$ cat src/rtl/nic_regs_pkg.sv
package nic_regs_pkg;

    // Byte offsets of the register bases (fixed map)
    localparam logic [7:0] OFS_CMD = 8'h37;
    localparam logic [7:0] OFS_IMR = 8'h3C;
    localparam logic [7:0] OFS_ISR = 8'h3E;
    localparam logic [7:0] OFS_RCR = 8'h44;
    localparam logic [7:0] OFS_MPC = 8'h4C;

    // Command byte bit positions
    localparam int CMD_EMPTY = 0;
    localparam int CMD_TXEN  = 2;
    localparam int CMD_RXEN  = 3;
    localparam int CMD_SRST  = 4;

    // Implemented status / mask bits: 0..6 and 13..15
    localparam logic [15:0] EVT_IMPL = 16'hE07F;

    typedef enum logic [0:0] {
        ST_RUN  = 1'b0,
        ST_SRST = 1'b1
    } cmd_state_t;

endpackage

$ cat src/rtl/nic_cmd_fsm.sv
module nic_cmd_fsm
    import nic_regs_pkg::*;
#(
    parameter int RST_CYCLES = 16
) (
    input  logic       clk,
    input  logic       rst_n,
    input  logic       wr_cmd,
    input  logic [7:0] wdata,
    output logic       srst_start,
    output logic       srst_busy,
    output logic       tx_en,
    output logic       rx_en
);

    localparam int CW = (RST_CYCLES > 1) ? $clog2(RST_CYCLES) : 1;
    localparam logic [CW-1:0] CNT_LAST = CW'(RST_CYCLES - 1);

    cmd_state_t state_q, state_d;
    logic [CW-1:0] cnt_q, cnt_d;
    logic          rst_req;

    assign rst_req = wr_cmd && wdata[CMD_SRST];

    // State register
    always_ff @(posedge clk or negedge rst_n) begin
        if (!rst_n) begin
            state_q <= ST_RUN;
            cnt_q   <= '0;
        end else begin
            state_q <= state_d;
            cnt_q   <= cnt_d;
        end
    end

    // Next state: start, hold, restart, done
    always_comb begin
        state_d = state_q;
        cnt_d   = cnt_q;
        unique case (state_q)
            ST_RUN: begin
                if (rst_req) begin
                    state_d = ST_SRST;
                    cnt_d   = '0;
                end
            end
            ST_SRST: begin
                if (rst_req) begin
                    cnt_d = '0;
                end else if (cnt_q == CNT_LAST) begin
                    state_d = ST_RUN;
                    cnt_d   = '0;
                end else begin
                    cnt_d = cnt_q + 1'b1;
                end
            end
            default: begin
                state_d = ST_RUN;
                cnt_d   = '0;
            end
        endcase
    end

    // Outputs of the state machine
    always_comb begin
        srst_busy  = (state_q == ST_SRST);
        srst_start = rst_req;
    end

    // Enables: loaded only in ST_RUN by a non-reset command write
    always_ff @(posedge clk or negedge rst_n) begin
        if (!rst_n) begin
            tx_en <= 1'b0;
            rx_en <= 1'b0;
        end else if (rst_req || state_q == ST_SRST) begin
            tx_en <= 1'b0;
            rx_en <= 1'b0;
        end else if (wr_cmd) begin
            tx_en <= wdata[CMD_TXEN];
            rx_en <= wdata[CMD_RXEN];
        end
    end

endmodule

$ cat src/rtl/nic_irq_regs.sv
module nic_irq_regs
    import nic_regs_pkg::*;
#(
    parameter int NLANE = 2
) (
    input  logic               clk,
    input  logic               rst_n,
    input  logic               clr_all,
    input  logic [NLANE-1:0]   imr_we,
    input  logic [NLANE-1:0]   isr_we,
    input  logic [7:0]         wdata,
    input  logic [8*NLANE-1:0] evt_i,
    output logic [8*NLANE-1:0] imr_q,
    output logic [8*NLANE-1:0] isr_q,
    output logic               irq_o
);

    localparam int W = 8 * NLANE;

    logic [W-1:0] w1c_mask;
    logic [W-1:0] set_mask;
    logic [W-1:0] imr_d;
    logic [W-1:0] isr_d;

    assign set_mask = clr_all ? '0 : (evt_i & W'(EVT_IMPL));

    for (genvar g = 0; g < NLANE; g++) begin : g_lane
        assign w1c_mask[8*g +: 8] = isr_we[g] ? wdata : 8'h00;
        assign imr_d[8*g +: 8]    = imr_we[g] ? (wdata & EVT_IMPL[8*g +: 8])
                                              : imr_q[8*g +: 8];
    end

    // Event set has priority over write-one-to-clear
    assign isr_d = (isr_q & ~w1c_mask) | set_mask;

    always_ff @(posedge clk or negedge rst_n) begin
        if (!rst_n) begin
            imr_q <= '0;
            isr_q <= '0;
        end else if (clr_all) begin
            imr_q <= '0;
            isr_q <= '0;
        end else begin
            imr_q <= imr_d;
            isr_q <= isr_d;
        end
    end

    assign irq_o = |(isr_q & imr_q);

endmodule

$ cat src/rtl/nic_rx_cfg.sv
module nic_rx_cfg #(
    parameter int RCR_LANES = 4,
    parameter int MPC_W     = 24
) (
    input  logic                   clk,
    input  logic                   rst_n,
    input  logic                   cfg_open,
    input  logic [RCR_LANES-1:0]   rcr_we,
    input  logic [7:0]             wdata,
    input  logic                   mpc_clr,
    input  logic                   miss_pulse,
    output logic [8*RCR_LANES-1:0] rcr_q,
    output logic [MPC_W-1:0]       mpc_q
);

    localparam logic [MPC_W-1:0] MPC_MAX = '1;

    for (genvar g = 0; g < RCR_LANES; g++) begin : g_rcr
        always_ff @(posedge clk or negedge rst_n) begin
            if (!rst_n) begin
                rcr_q[8*g +: 8] <= 8'h00;
            end else if (rcr_we[g] && cfg_open) begin
                rcr_q[8*g +: 8] <= wdata;
            end
        end
    end

    // Saturating missed-frame count; clear beats increment
    always_ff @(posedge clk or negedge rst_n) begin
        if (!rst_n) begin
            mpc_q <= '0;
        end else if (mpc_clr) begin
            mpc_q <= '0;
        end else if (miss_pulse && mpc_q != MPC_MAX) begin
            mpc_q <= mpc_q + 1'b1;
        end
    end

endmodule

$ cat src/rtl/nic_ctrl_regs.sv
module nic_ctrl_regs
    import nic_regs_pkg::*;
#(
    parameter int RST_CYCLES = 16,
    parameter int MPC_W      = 24
) (
    input  logic        clk,
    input  logic        rst_n,
    input  logic [7:0]  bus_addr,
    input  logic        bus_wr,
    input  logic [7:0]  bus_wdata,
    output logic [7:0]  bus_rdata,
    input  logic        rx_buf_empty_i,
    input  logic [15:0] evt_i,
    input  logic        rx_missed_i,
    output logic        irq_o
);

    localparam int IRQ_LANES = 2;
    localparam int RCR_LANES = 4;
    localparam int MPC_LANES = 4;

    logic        wr_cmd;
    logic        srst_start;
    logic        srst_busy;
    logic        tx_en;
    logic        rx_en;
    logic        wr_ok;
    logic [IRQ_LANES-1:0] imr_we;
    logic [IRQ_LANES-1:0] isr_we;
    logic [RCR_LANES-1:0] rcr_we;
    logic [MPC_LANES-1:0] mpc_hit;
    logic        mpc_clr;
    logic [15:0] imr_q;
    logic [15:0] isr_q;
    logic [31:0] rcr_q;
    logic [MPC_W-1:0] mpc_q;
    logic [31:0] mpc_wide;
    logic [7:0]  cmd_rd;

    assign wr_cmd = bus_wr && (bus_addr == OFS_CMD);
    assign wr_ok  = bus_wr && !srst_busy;

    for (genvar g = 0; g < IRQ_LANES; g++) begin : g_irq_dec
        assign imr_we[g] = wr_ok && (bus_addr == OFS_IMR + 8'(g));
        assign isr_we[g] = wr_ok && (bus_addr == OFS_ISR + 8'(g));
    end
    for (genvar g = 0; g < RCR_LANES; g++) begin : g_rcr_dec
        assign rcr_we[g] = wr_ok && (bus_addr == OFS_RCR + 8'(g));
    end
    for (genvar g = 0; g < MPC_LANES; g++) begin : g_mpc_dec
        assign mpc_hit[g] = wr_ok && (bus_addr == OFS_MPC + 8'(g));
    end
    assign mpc_clr = |mpc_hit;

    nic_cmd_fsm #(.RST_CYCLES(RST_CYCLES)) u_cmd (
        .clk        (clk),
        .rst_n      (rst_n),
        .wr_cmd     (wr_cmd),
        .wdata      (bus_wdata),
        .srst_start (srst_start),
        .srst_busy  (srst_busy),
        .tx_en      (tx_en),
        .rx_en      (rx_en)
    );

    nic_irq_regs #(.NLANE(IRQ_LANES)) u_irq (
        .clk     (clk),
        .rst_n   (rst_n),
        .clr_all (srst_start || srst_busy),
        .imr_we  (imr_we),
        .isr_we  (isr_we),
        .wdata   (bus_wdata),
        .evt_i   (evt_i),
        .imr_q   (imr_q),
        .isr_q   (isr_q),
        .irq_o   (irq_o)
    );

    nic_rx_cfg #(.RCR_LANES(RCR_LANES), .MPC_W(MPC_W)) u_rxc (
        .clk        (clk),
        .rst_n      (rst_n),
        .cfg_open   (tx_en || rx_en),
        .rcr_we     (rcr_we),
        .wdata      (bus_wdata),
        .mpc_clr    (mpc_clr),
        .miss_pulse (rx_missed_i),
        .rcr_q      (rcr_q),
        .mpc_q      (mpc_q)
    );

    assign mpc_wide = 32'(mpc_q);

    always_comb begin
        cmd_rd            = 8'h00;
        cmd_rd[CMD_EMPTY] = rx_buf_empty_i;
        cmd_rd[CMD_TXEN]  = tx_en;
        cmd_rd[CMD_RXEN]  = rx_en;
        cmd_rd[CMD_SRST]  = srst_busy;
    end

    // Read multiplexer
    always_comb begin
        bus_rdata = 8'h00;
        case (bus_addr)
            OFS_CMD:         bus_rdata = cmd_rd;
            OFS_IMR:         bus_rdata = imr_q[7:0];
            OFS_IMR + 8'd1:  bus_rdata = imr_q[15:8];
            OFS_ISR:         bus_rdata = isr_q[7:0];
            OFS_ISR + 8'd1:  bus_rdata = isr_q[15:8];
            OFS_RCR:         bus_rdata = rcr_q[7:0];
            OFS_RCR + 8'd1:  bus_rdata = rcr_q[15:8];
            OFS_RCR + 8'd2:  bus_rdata = rcr_q[23:16];
            OFS_RCR + 8'd3:  bus_rdata = rcr_q[31:24];
            OFS_MPC:         bus_rdata = mpc_wide[7:0];
            OFS_MPC + 8'd1:  bus_rdata = mpc_wide[15:8];
            OFS_MPC + 8'd2:  bus_rdata = mpc_wide[23:16];
            OFS_MPC + 8'd3:  bus_rdata = mpc_wide[31:24];
            default:         bus_rdata = 8'h00;
        endcase
    end

endmodule

$ cat config.mk
export PLATFORM = sky130hd
export DESIGN_NAME = nic_ctrl_regs
export DESIGN_NICKNAME = d
export VERILOG_FILES = /design/src/rtl/nic_regs_pkg.sv /design/src/rtl/nic_cmd_fsm.sv /design/src/rtl/nic_irq_regs.sv /design/src/rtl/nic_rx_cfg.sv /design/src/rtl/nic_ctrl_regs.sv
export SDC_FILE = /design/constraint.sdc
export NUM_CORES = 1
export LEC_CHECK = 0
export BUFFER_PORTS_ARGS = -buffer_cell sky130_fd_sc_hd__buf_2
export CORE_MARGIN = 4
export CORE_UTILIZATION = 40
export DETAILED_ROUTE_END_ITERATION = 10
export GPL_TIMING_DRIVEN = 0
export PLACE_DENSITY = 0.59
export SYNTH_ARGS = -nofsm -noshare
export SYNTH_HDL_FRONTEND = slang
export SYNTH_SLANG_ARGS = --single-unit
export TNS_END_PERCENT = 30
$ cat constraint.sdc
create_clock -name clk -period 1.7 [get_ports clk]
set_input_delay 0.085 -clock clk [delete_from_list [all_inputs] [get_ports clk]]
set_output_delay 0.085 -clock clk [all_outputs]
set_load 0.01 [all_outputs]
Word level (Yosys, flattened, before mapping). Index checks and enable logic that the tools add are counted.

Input port bits: 37. Bits in registers: 95. Output and inout port bits: 9.

Add/sub/neg operators: 2. Reductions and logical operators: 29. Eq/ne operators: 16. Bitwise operators: 5. Muxes and demuxes: 22.

Operators with widths (number): $pmux W8 S12 (1); $eq A8 B7 Y1 const B (8); $mux W16 (3); $mux W24 (2); $eq A8 B6 Y1 const B (5); $and A16 B16 Y16 (2); $mux W8 (4); $add A24 B1 Y24 const B (1); $ne A24 B24 Y1 const B (1); $logic_and A1 B1 Y1 (20); $not A16 Y16 (1); $or A16 B16 Y16 (1); $reduce_or A16 Y1 (1); $mux W4 (3); $pmux W4 S2 (1); $reduce_bool A2 Y1 (4); $mux W1 (7); $add A4 B1 Y4 const B (1); $eq A4 B4 Y1 const B (1); $reduce_or A4 Y1 (1); $logic_or A1 B1 Y1 (2); $ne A2 B1 Y1 const B (1); $pmux W1 S2 (1); $logic_not A1 Y1 (1); $not A1 Y1 (1).

Depth between registers and ports, before layout. Gate-level depths: netlist of the first run.

Word-level depth: 8. Mapped depth: 10.

By module. Synthesis of the first run repeated with hierarchy kept, for this count alone.

Cells, all modules: 501. Area total of the unflattened synthesis: 5097.4 sq um.

Modules (own cells, without submodules): nic_rx_cfg (seq. area each 1401.3 sq um, cells each 212, area an instance 2546.2 sq um, instances 1); nic_ctrl_regs (seq. area each 0.0 sq um, cells each 150, area an instance 1119.8 sq um, instances 1); nic_irq_regs (seq. area each 650.6 sq um, cells each 107, area an instance 1112.3 sq um, instances 1); nic_cmd_fsm (seq. area each 175.2 sq um, cells each 32, area an instance 319.1 sq um, instances 1).

Worst setup path after synthesis of the first run. Ideal clock, no wire load.

Kind: register -> register. From: register u_rxc.mpc_q[0]. To: register u_rxc.mpc_q[19]. Cell stages (with the launch flop): 7. Data required time: 1.623 ns. Period minus slack after synthesis: 1.758 ns. Setup slack: -0.058 ns. Setup time: 0.077 ns. Path buffers: 0. Arrival: 1.681 ns. Cells stage by stage: dfrtp_1 -> ha_1 -> nand4_1 -> or3_1 -> o21ai_1 -> or4_1 -> a21oi_1.

Cells in the longest elaborated chain, start to end: 3. Elaborated cells between the ends (all ways): 6. Those cells by class: add/sub (1); eq/ne (1); mux (2); reduce/logical (2).

RTL lines: start, declared (RTL line nic_rx_cfg.sv:13) `output logic [MPC_W-1:0] mpc_q`; start signal, assigned (RTL line nic_rx_cfg.sv:35) `mpc_q <= mpc_q + 1'b1;`; $add A24 B1 Y24 or $ne A24 B24 Y1 (tied branches) (RTL line nic_rx_cfg.sv:35, nic_rx_cfg.sv:34); $mux W24 or $logic_and A1 B1 Y1 (tied branches) (RTL line nic_rx_cfg.sv:34) `end else if (miss_pulse && mpc_q != MPC_MAX) begin`; $mux W24 or $reduce_bool A2 Y1 (tied branches).

Several ways; a longest one is shown, not always the timed one. The select of a mux whose other input is x is not followed. A chain may end at the register's enable or synchronous reset.

Worst setup path after layout of the first run.
From: register u_rxc.mpc_q[2]. To: output port bus_rdata[2].

Cells in the longest elaborated chain, start to end: 1.

RTL lines: $pmux W8 S12 (RTL line nic_ctrl_regs.sv:105) `case (bus_addr)`; end, declared (RTL line nic_ctrl_regs.sv:12) `output logic [7:0] bus_rdata,`.

No other way between the ends.

==> flow_metrics.py, run 1 <==
metrics = {
    "placed_design": {
        "dpl-instance-area_mm2": 0.00533,
        "dp_hpwl_um": 10400,
        "numPlacedInstances": 672,
        "io_buffer_count": 39,
        "gpl_wtd_cong": 0.888,
        "preCtsSetupSlack_ns": -0.446,
    },
    "synth": {
        "synthFlopType": "dfrtp_1",
        "postSynth.asyncResetShare_pct": 100,
        "ys_ff_latch": 89,
        "postSynthNetCount": 524,
        "synthesis.area_mm2": 0.00490,
        "post_synthesis_instance_total": 485,
        "avg_inst_size_synth_um2": 10.1,
        "yosysWarnings": 0,
        "synth_cell_type_count": 67,
        "synth_sequential_area_ratio_pct": 45.4,
        "post_synth_edffs": 0,
    },
    "route": {
        "final_antenna_net_count": 0,
        "route.vias.total": 4490,
        "firstDrtPassIters": 5,
        "drtIter0Drc": 372,
        "drt-vias-per-instance": 6.08,
        "drc": 0,
        "routedWlPerCell_um": 21.0,
        "routed_wl_um": 15600,
    },
    "sta": {
        "period_minus_slack_ns": 1.97,
        "finalSetupViolations": 54,
        "final.setup_skew_ns": 0.00843,
        "least_setup_slack_across_all_paths_after_layout_ns": -0.266,
        "max_freq_mhz": 509,
        "fin_worst_hold_slack_ns": 0.0723,
        "finalCritPeriodShare_pct": 116,
        "timing.max_slew.rel_slack_pct": 50.5,
        "finalHoldViolations": 0,
        "timing_max_transition_violations_final": 0,
        "rsz0062_at_grt": "true",
        "tns_ns": -6.74,
        "worst_slew_pin_slew_ns": 0.739,
    },
    "layout": {
        "utilization_pct": 53.5,
        "layout.filler_cells": 1068,
        "layout-area-overhead-vs-synth_pct": 31.1,
        "num_antenna_cells": 0,
        "final-instance-count-excl-fill": 739,
        "nets": 626,
        "post_route_cells_drive_above_1_share_pct": 37.5,
        "final_area_mm2": 0.00643,
    },
    "critical_path": {
        "rr_endpoint": "u_rxc.rcr_q[27]",
        "worst-path-buf-inv": 1,
        "cpMaxStageDelayCell": "mux4_2",
        "setup.reg_to_reg.worst_slack_ns": -0.21,
        "cpLargestDelayFamily": "compound AO/OA/AOI/OAI gates",
        "cp-start-kind": "flip-flop",
        "critical_path.endpoint_type": "output port",
        "worst_r2r_path_depth": 5,
        "critical_path_class": "flip-flop to output port",
        "worst_path_arrival_time_ns": 1.88,
        "timing.critical_path.fanout_max": 2,
        "crit_required_ns": 1.62,
        "worstReg2RegStart": "u_cmd.srst_busy",
        "crit_chain": "mux4_2, a22o_1, a221o_1, buf_2",
        "crit_path_max_incr_delay_ns": 0.46,
    },
    "hold_path": {
        "min_path_cells": 2,
        "hold_path_startpoint": "bus_wr",
        "min_to": "u_irq.imr_q[4]",
        "min-delay-path-class": "input port to flip-flop",
    },
    "power": {
        "static-leakage-power_nw": 2.86,
        "power_per_cell_area_mw_per_mm2": 864,
        "power_mw": 5.55,
        "power.ir.vdd_worst_v": 0.000396,
    },
    "cts": {
        "cts_max_path_buffers": 2,
        "numClockSinks": 89,
        "h-tree-depth": 3,
        "cts_tree": "yes",
        "worstSkewPairLatency_ns": 0.35,
        "cts_made_buffers": 9,
        "worst_setup_hold_path_clk_slew_ns": 0.07,
        "cts.root.buffer_cell": "clkbuf_16",
    },
    "global_routing": {
        "first_global_vias": 4623,
        "first_pass_grt_wire_length_um": 25100,
        "global_route.overflow_total": 0,
        "initial_antenna_violation_count": 0,
        "grt_util_all_layers_pct": 22.2,
        "grt_max_degree": 59,
    },
    "flow_run": {
        "max_cap_violations": 0,
    },
    "outcome": {
        "violated_checks": "negative setup slack",
        "status": "complete, but fails checks",
    },
    "die": {
        "core_mm2": 0.0120,
        "die_area_mm2": 0.0141,
        "die-height_um": 119,
        "placement_rows": 40,
        "die-width_um": 119,
        "pin_count": 46,
        "initial_core_util_pct": 40.8,
    },
}
==> Yosys cell counts, drive strengths merged (3+ instances only) <==
cell type,n,area [um2]
dfrtp,89,2230
nor2,53,204
nand2,45,176
mux2,38,428
a21oi,22,110
nand3,22,115
mux2i,19,190
o21ai,19,95.1
and3,15,100
buf,14,105
nand4,10,62.6
xor2,10,87.6
clkbuf,9,33.8
or3,9,56.3
a22oi,8,60.1
a221oi,7,61.3
nor3,7,50.1
o211ai,7,52.6
a22o,6,52.6
a32oi,6,52.6
a31oi,5,31.3
a32o,5,50.1
nor2b,5,31.3
and4,4,37.5
inv,4,15.0
nor4,3,40.0
o22ai,3,18.8
or2,3,18.8
or2b,3,22.5
or4,3,22.5
==> layout by cell type (no fill, tap or decap), types with 8 or more instances in the layout <==
| master | count |
|---|---|
| and3_1 | 10 |
| dlygate4sd3_1 | 11 |
| nand3_1 | 18 |
| buf_2 | 39 |
| buf_6 | 16 |
| o21ai_0 | 14 |
| nor2_1 | 45 |
| xor2_1 | 10 |
| mux2_2 | 29 |
| a22oi_1 | 8 |
| dfrtp_2 | 13 |
| mux2_4 | 9 |
| mux2i_1 | 17 |
| clkbuf_16 | 9 |
| buf_4 | 37 |
| dfrtp_1 | 76 |
| nand2_1 | 42 |
| a21oi_1 | 19 |
| nand4_1 | 10 |
==> registers in the layout, indices dropped and copies added (netlist names) <==
name / cells
u_cmd.rx_en: 1
u_cmd.cnt_q: 4
u_irq.imr_q: 10
u_cmd.tx_en: 1
u_rxc.rcr_q: 32
u_cmd.srst_busy: 1
u_rxc.mpc_q: 24
u_irq.isr_q: 16
==> area by class of cell <==
| cell class | count | area, um2 | share of cell area (%) |
|---|---|---|---|
| buffer | 22 | 171 | 2.67 |
| clock buffer | 9 | 225 | 3.50 |
| clock inverter | 7 | 126 | 1.97 |
| inverter | 4 | 15.0 | 0.234 |
| multi-input combinational | 369 | 2780 | 43.2 |
| sequential | 89 | 2240 | 34.9 |
| tap | 147 | 184 | 2.86 |
| timing repair buffer | 92 | 682 | 10.6 |
==> worst max-delay path by stage <==
stage	startpoint	endpoint	slack, ns	cells past startpoint
final	u_rxc.mpc_q[2]	bus_rdata[2]	-0.27	4
after global routing	u_rxc.mpc_q[2]	bus_rdata[2]	-0.30	4
after CTS	u_rxc.mpc_q[2]	bus_rdata[2]	-0.26	4
after detailed placement	bus_addr[3]	bus_rdata[6]	-0.45	8
after global placement	bus_addr[3]	bus_rdata[6]	-0.46	8
after floorplan	bus_addr[7]	u_rxc.rcr_q[24]	-0.008	6
==> metal layers <==
layer  GRT usage [%]  vias up  share of wire, %
met5               0        -                 0
met2            35.7      189                48
met3            4.26       39               6.2
li1                -     2013                 -
met4            7.89        0               3.1
met1            30.0     2249                43
==> worst reg2reg max path, delay by kind of cell (launching register included) <==
kind / cells / cell delay, ns
buf+inv: 1 / 0.18
flops: 1 / 0.40
mux: 1 / 0.32
simple gates: 3 / 0.88
==> logic make-up after synthesis <==
| logic type | share of synthesized area, % |
|---|---|
| flip-flops | 45.4 |
| XOR/XNOR | 1.97 |
| AO/OA/AOI/OAI | 14.7 |
| adder cells (fa/ha/maj) | 0.511 |
| AND/OR/NAND/NOR | 21.2 |
| multiplexers | 13.1 |
| buffers and inverters | 3.14 |
==> timing repair <==
| item | CTS | global route |
|---|---|---|
| setup buffers | 28 | 13 |
| hold buffers | 11 | 0 |
| gates resized for setup | 74 | 23 |
| setup endpoints to repair | 70 | 72 |
| endpoints found under the hold margin | 41 | 0 |
| pin swaps | 30 | 17 |
==> power by group <==
| group | internal [mW] | switching (mW) |
|---|---|---|
| Sequential | 2.23 | 0.141 |
| Clock | 1.45 | 0.887 |
| Combinational | 0.390 | 0.455 |
Power figures use the tool's default switching activity.
==> run 2: changes to the inputs <==
Settings changed: CORE_ASPECT_RATIO set to 0.6, CORE_MARGIN 4 to 8, SKIP_CTS_REPAIR_TIMING set to 1.
==> run 2 against run 1 <==
Compared with the run above: the flow finishes with violations (negative hold slack, negative setup slack); cell count grew 0.68%; non-clock buffer count fell by 14; sequential cell count unchanged; largest power group unchanged; register-to-register slack got worse by 0.03 ns; design area is 0.53% lower; fmax down 3.7%; first-iteration DRC count increased by 31%.
==> flow_metrics.py, run 2 (synthesis gave the netlist of run 1 again) <==
metrics = {
    "cts": {
        "cts_made_buffers": 9,
        "cts.root.buffer_cell": "clkbuf_16",
        "numClockSinks": 89,
        "cts_max_path_buffers": 2,
        "cts_tree": "yes",
        "h-tree-depth": 3,
        "worst_setup_hold_path_clk_slew_ns": 0.07,
        "worstSkewPairLatency_ns": 0.34,
    },
    "sta": {
        "finalSetupViolations": 50,
        "rsz0062_at_grt": "true",
        "final.setup_skew_ns": 0.00511,
        "max_freq_mhz": 490,
        "period_minus_slack_ns": 2.04,
        "timing.max_slew.rel_slack_pct": 54.6,
        "finalHoldViolations": 4,
        "fin_worst_hold_slack_ns": -0.0421,
        "least_setup_slack_across_all_paths_after_layout_ns": -0.341,
        "tns_ns": -7.88,
        "timing_max_transition_violations_final": 0,
        "worst_slew_pin_slew_ns": 0.678,
        "finalCritPeriodShare_pct": 120,
    },
    "die": {
        "core_mm2": 0.0120,
        "die-width_um": 159,
        "die-height_um": 102,
        "initial_core_util_pct": 40.8,
        "pin_count": 46,
        "placement_rows": 31,
        "die_area_mm2": 0.0162,
    },
    "route": {
        "route.vias.total": 4526,
        "drc": 0,
        "met3_length_um": 1310,
        "met2WireLength_um": 6740,
        "detailed_route_wire_length_on_metal_1_um": 8300,
        "routed_wl_um": 16500,
        "routedWlPerCell_um": 22.2,
        "drt-vias-per-instance": 6.08,
        "firstDrtPassIters": 5,
        "drtIter0Drc": 487,
        "topRoutingLayerUsed": "met4",
        "final_antenna_net_count": 0,
    },
    "critical_path": {
        "critical_path.endpoint_type": "output port",
        "cpLargestDelayFamily": "compound AO/OA/AOI/OAI gates",
        "crit_required_ns": 1.62,
        "cpMaxStageDelayCell": "mux4_2",
        "critical_path_class": "flip-flop to output port",
        "worst_path_arrival_time_ns": 1.96,
        "rr_endpoint": "u_rxc.mpc_q[9]",
        "timing.critical_path.fanout_max": 4,
        "crit_chain": "mux4_2, a22o_1, a221o_1, buf_2",
        "worstReg2RegStart": "u_rxc.mpc_q[12]",
        "crit_path_max_incr_delay_ns": 0.47,
        "cp-start-kind": "flip-flop",
        "worst-path-buf-inv": 1,
        "setup.reg_to_reg.worst_slack_ns": -0.24,
        "worst_r2r_path_depth": 6,
    },
    "placed_design": {
        "io_buffer_count": 39,
        "numPlacedInstances": 690,
        "gpl_wtd_cong": 0.901,
        "dp_hpwl_um": 11600,
    },
    "global_routing": {
        "initial_antenna_violation_count": 0,
        "global_route.overflow_total": 0,
        "grt_util_all_layers_pct": 19.4,
        "first_global_vias": 4178,
        "first_pass_grt_wire_length_um": 24600,
        "grt_max_degree": 55,
    },
    "flow_run": {
        "max_cap_violations": 0,
    },
    "layout": {
        "final-instance-count-excl-fill": 744,
        "layout.filler_cells": 1069,
        "top_register_by_number_of_flip_flops": "u_rxc.rcr_q",
        "reg_top3": "u_rxc.rcr_q x32, u_rxc.mpc_q x24, u_irq.isr_q x16",
        "layout.cells.most_common": "dfrtp_1",
        "largest_register_ffs": 32,
        "most_frequent_cells_in_the_layout": "dfrtp_1, nor2_1, nand2_1, buf_2, mux2_2",
        "nets": 613,
        "post_route_cells_drive_above_1_share_pct": 38.7,
        "layout-area-overhead-vs-synth_pct": 30.4,
        "num_antenna_cells": 0,
    },
    "outcome": {
        "status": "complete, but fails checks",
        "violated_checks": "negative hold slack, negative setup slack",
    },
    "hold_path": {
        "hold_path_startpoint": "evt_i[14]",
        "min-delay-path-class": "input port to flip-flop",
        "min_path_cells": 3,
        "min_to": "u_irq.isr_q[14]",
    },
    "power": {
        "power_per_cell_area_mw_per_mm2": 841,
        "static-leakage-power_nw": 2.77,
        "power.ir.vdd_worst_v": 0.000492,
    },
}
==> run 2: cell count changes in the layout (fill, tap and decap cells not counted), sizes merged <==
cell         previous run  this run
inv                     6         5
clkinv                  1         3
buf                    94        82
bufinv                  3         2
and3                   15        16
clkbuf                 18        21
clkinvlp                1         0
dlygate4sd3            11         7
==> run 2: metrics by stage <==
step	util (%)	instance area (um2)	power, mW	setup slack, ns
after detailed placement	44.5	5350	2.94	-0.394
after CTS	47.2	5670	5.12	-0.393
final	53.2	6390	5.38	-0.341
after global placement	44.3	5320	2.91	-0.411
after global routing	53.2	6390	5.59	-0.374
after floorplan	-	4920	2.66	-0.00814
==> run 2: cell type report <==
class | instances | area (um2) | share of cell area, %
buffer | 21 | 169 | 2.64
clock buffer | 10 | 229 | 3.58
clock inverter | 6 | 91.3 | 1.43
inverter | 4 | 15.0 | 0.235
multi-input combinational | 370 | 2830 | 44.3
sequential | 89 | 2250 | 35.2
tap | 165 | 206 | 3.23
timing repair buffer | 79 | 596 | 9.32
==> run 2: worst max-delay path by stage <==
stage	cells past startpoint	slack, ns	start	endpoint
2_1_floorplan	6	-0.008	bus_addr[7]	u_rxc.rcr_q[24]
3_3_place_gp	8	-0.41	bus_addr[3]	bus_rdata[6]
3_5_place_dp	8	-0.39	bus_addr[3]	bus_rdata[6]
4_1_cts	8	-0.39	bus_addr[3]	bus_rdata[6]
5_1_grt	4	-0.37	u_rxc.mpc_q[10]	bus_rdata[2]
6_report	4	-0.34	u_rxc.mpc_q[10]	bus_rdata[2]
==> run 2: worst min-delay path, delay by kind of cell <==
family | cells | cell delay [ns]
AOI/OAI and AO/OA | 1 | 0.03
and+or+nand+nor | 1 | 0.07
buffers and inverters | 1 | 0.08
==> run 2: metal layers <==
layer  track usage (%)  vias up
met5                 0        -
met4              3.75        0
met3              3.86       25
met2              26.0      220
met1              30.8     2284
li1                  -     1997
==> run 2: power breakdown <==
| group | total [mW] | internal, mW | leakage, nW | switching [mW] |
|---|---|---|---|---|
| combinational | 0.797 | 0.367 | 1.49 | 0.431 |
| sequential | 2.39 | 2.23 | 1.13 | 0.167 |
| clock | 2.19 | 1.30 | 0.157 | 0.888 |
| total | 5.38 | 3.89 | 2.77 | 1.49 |
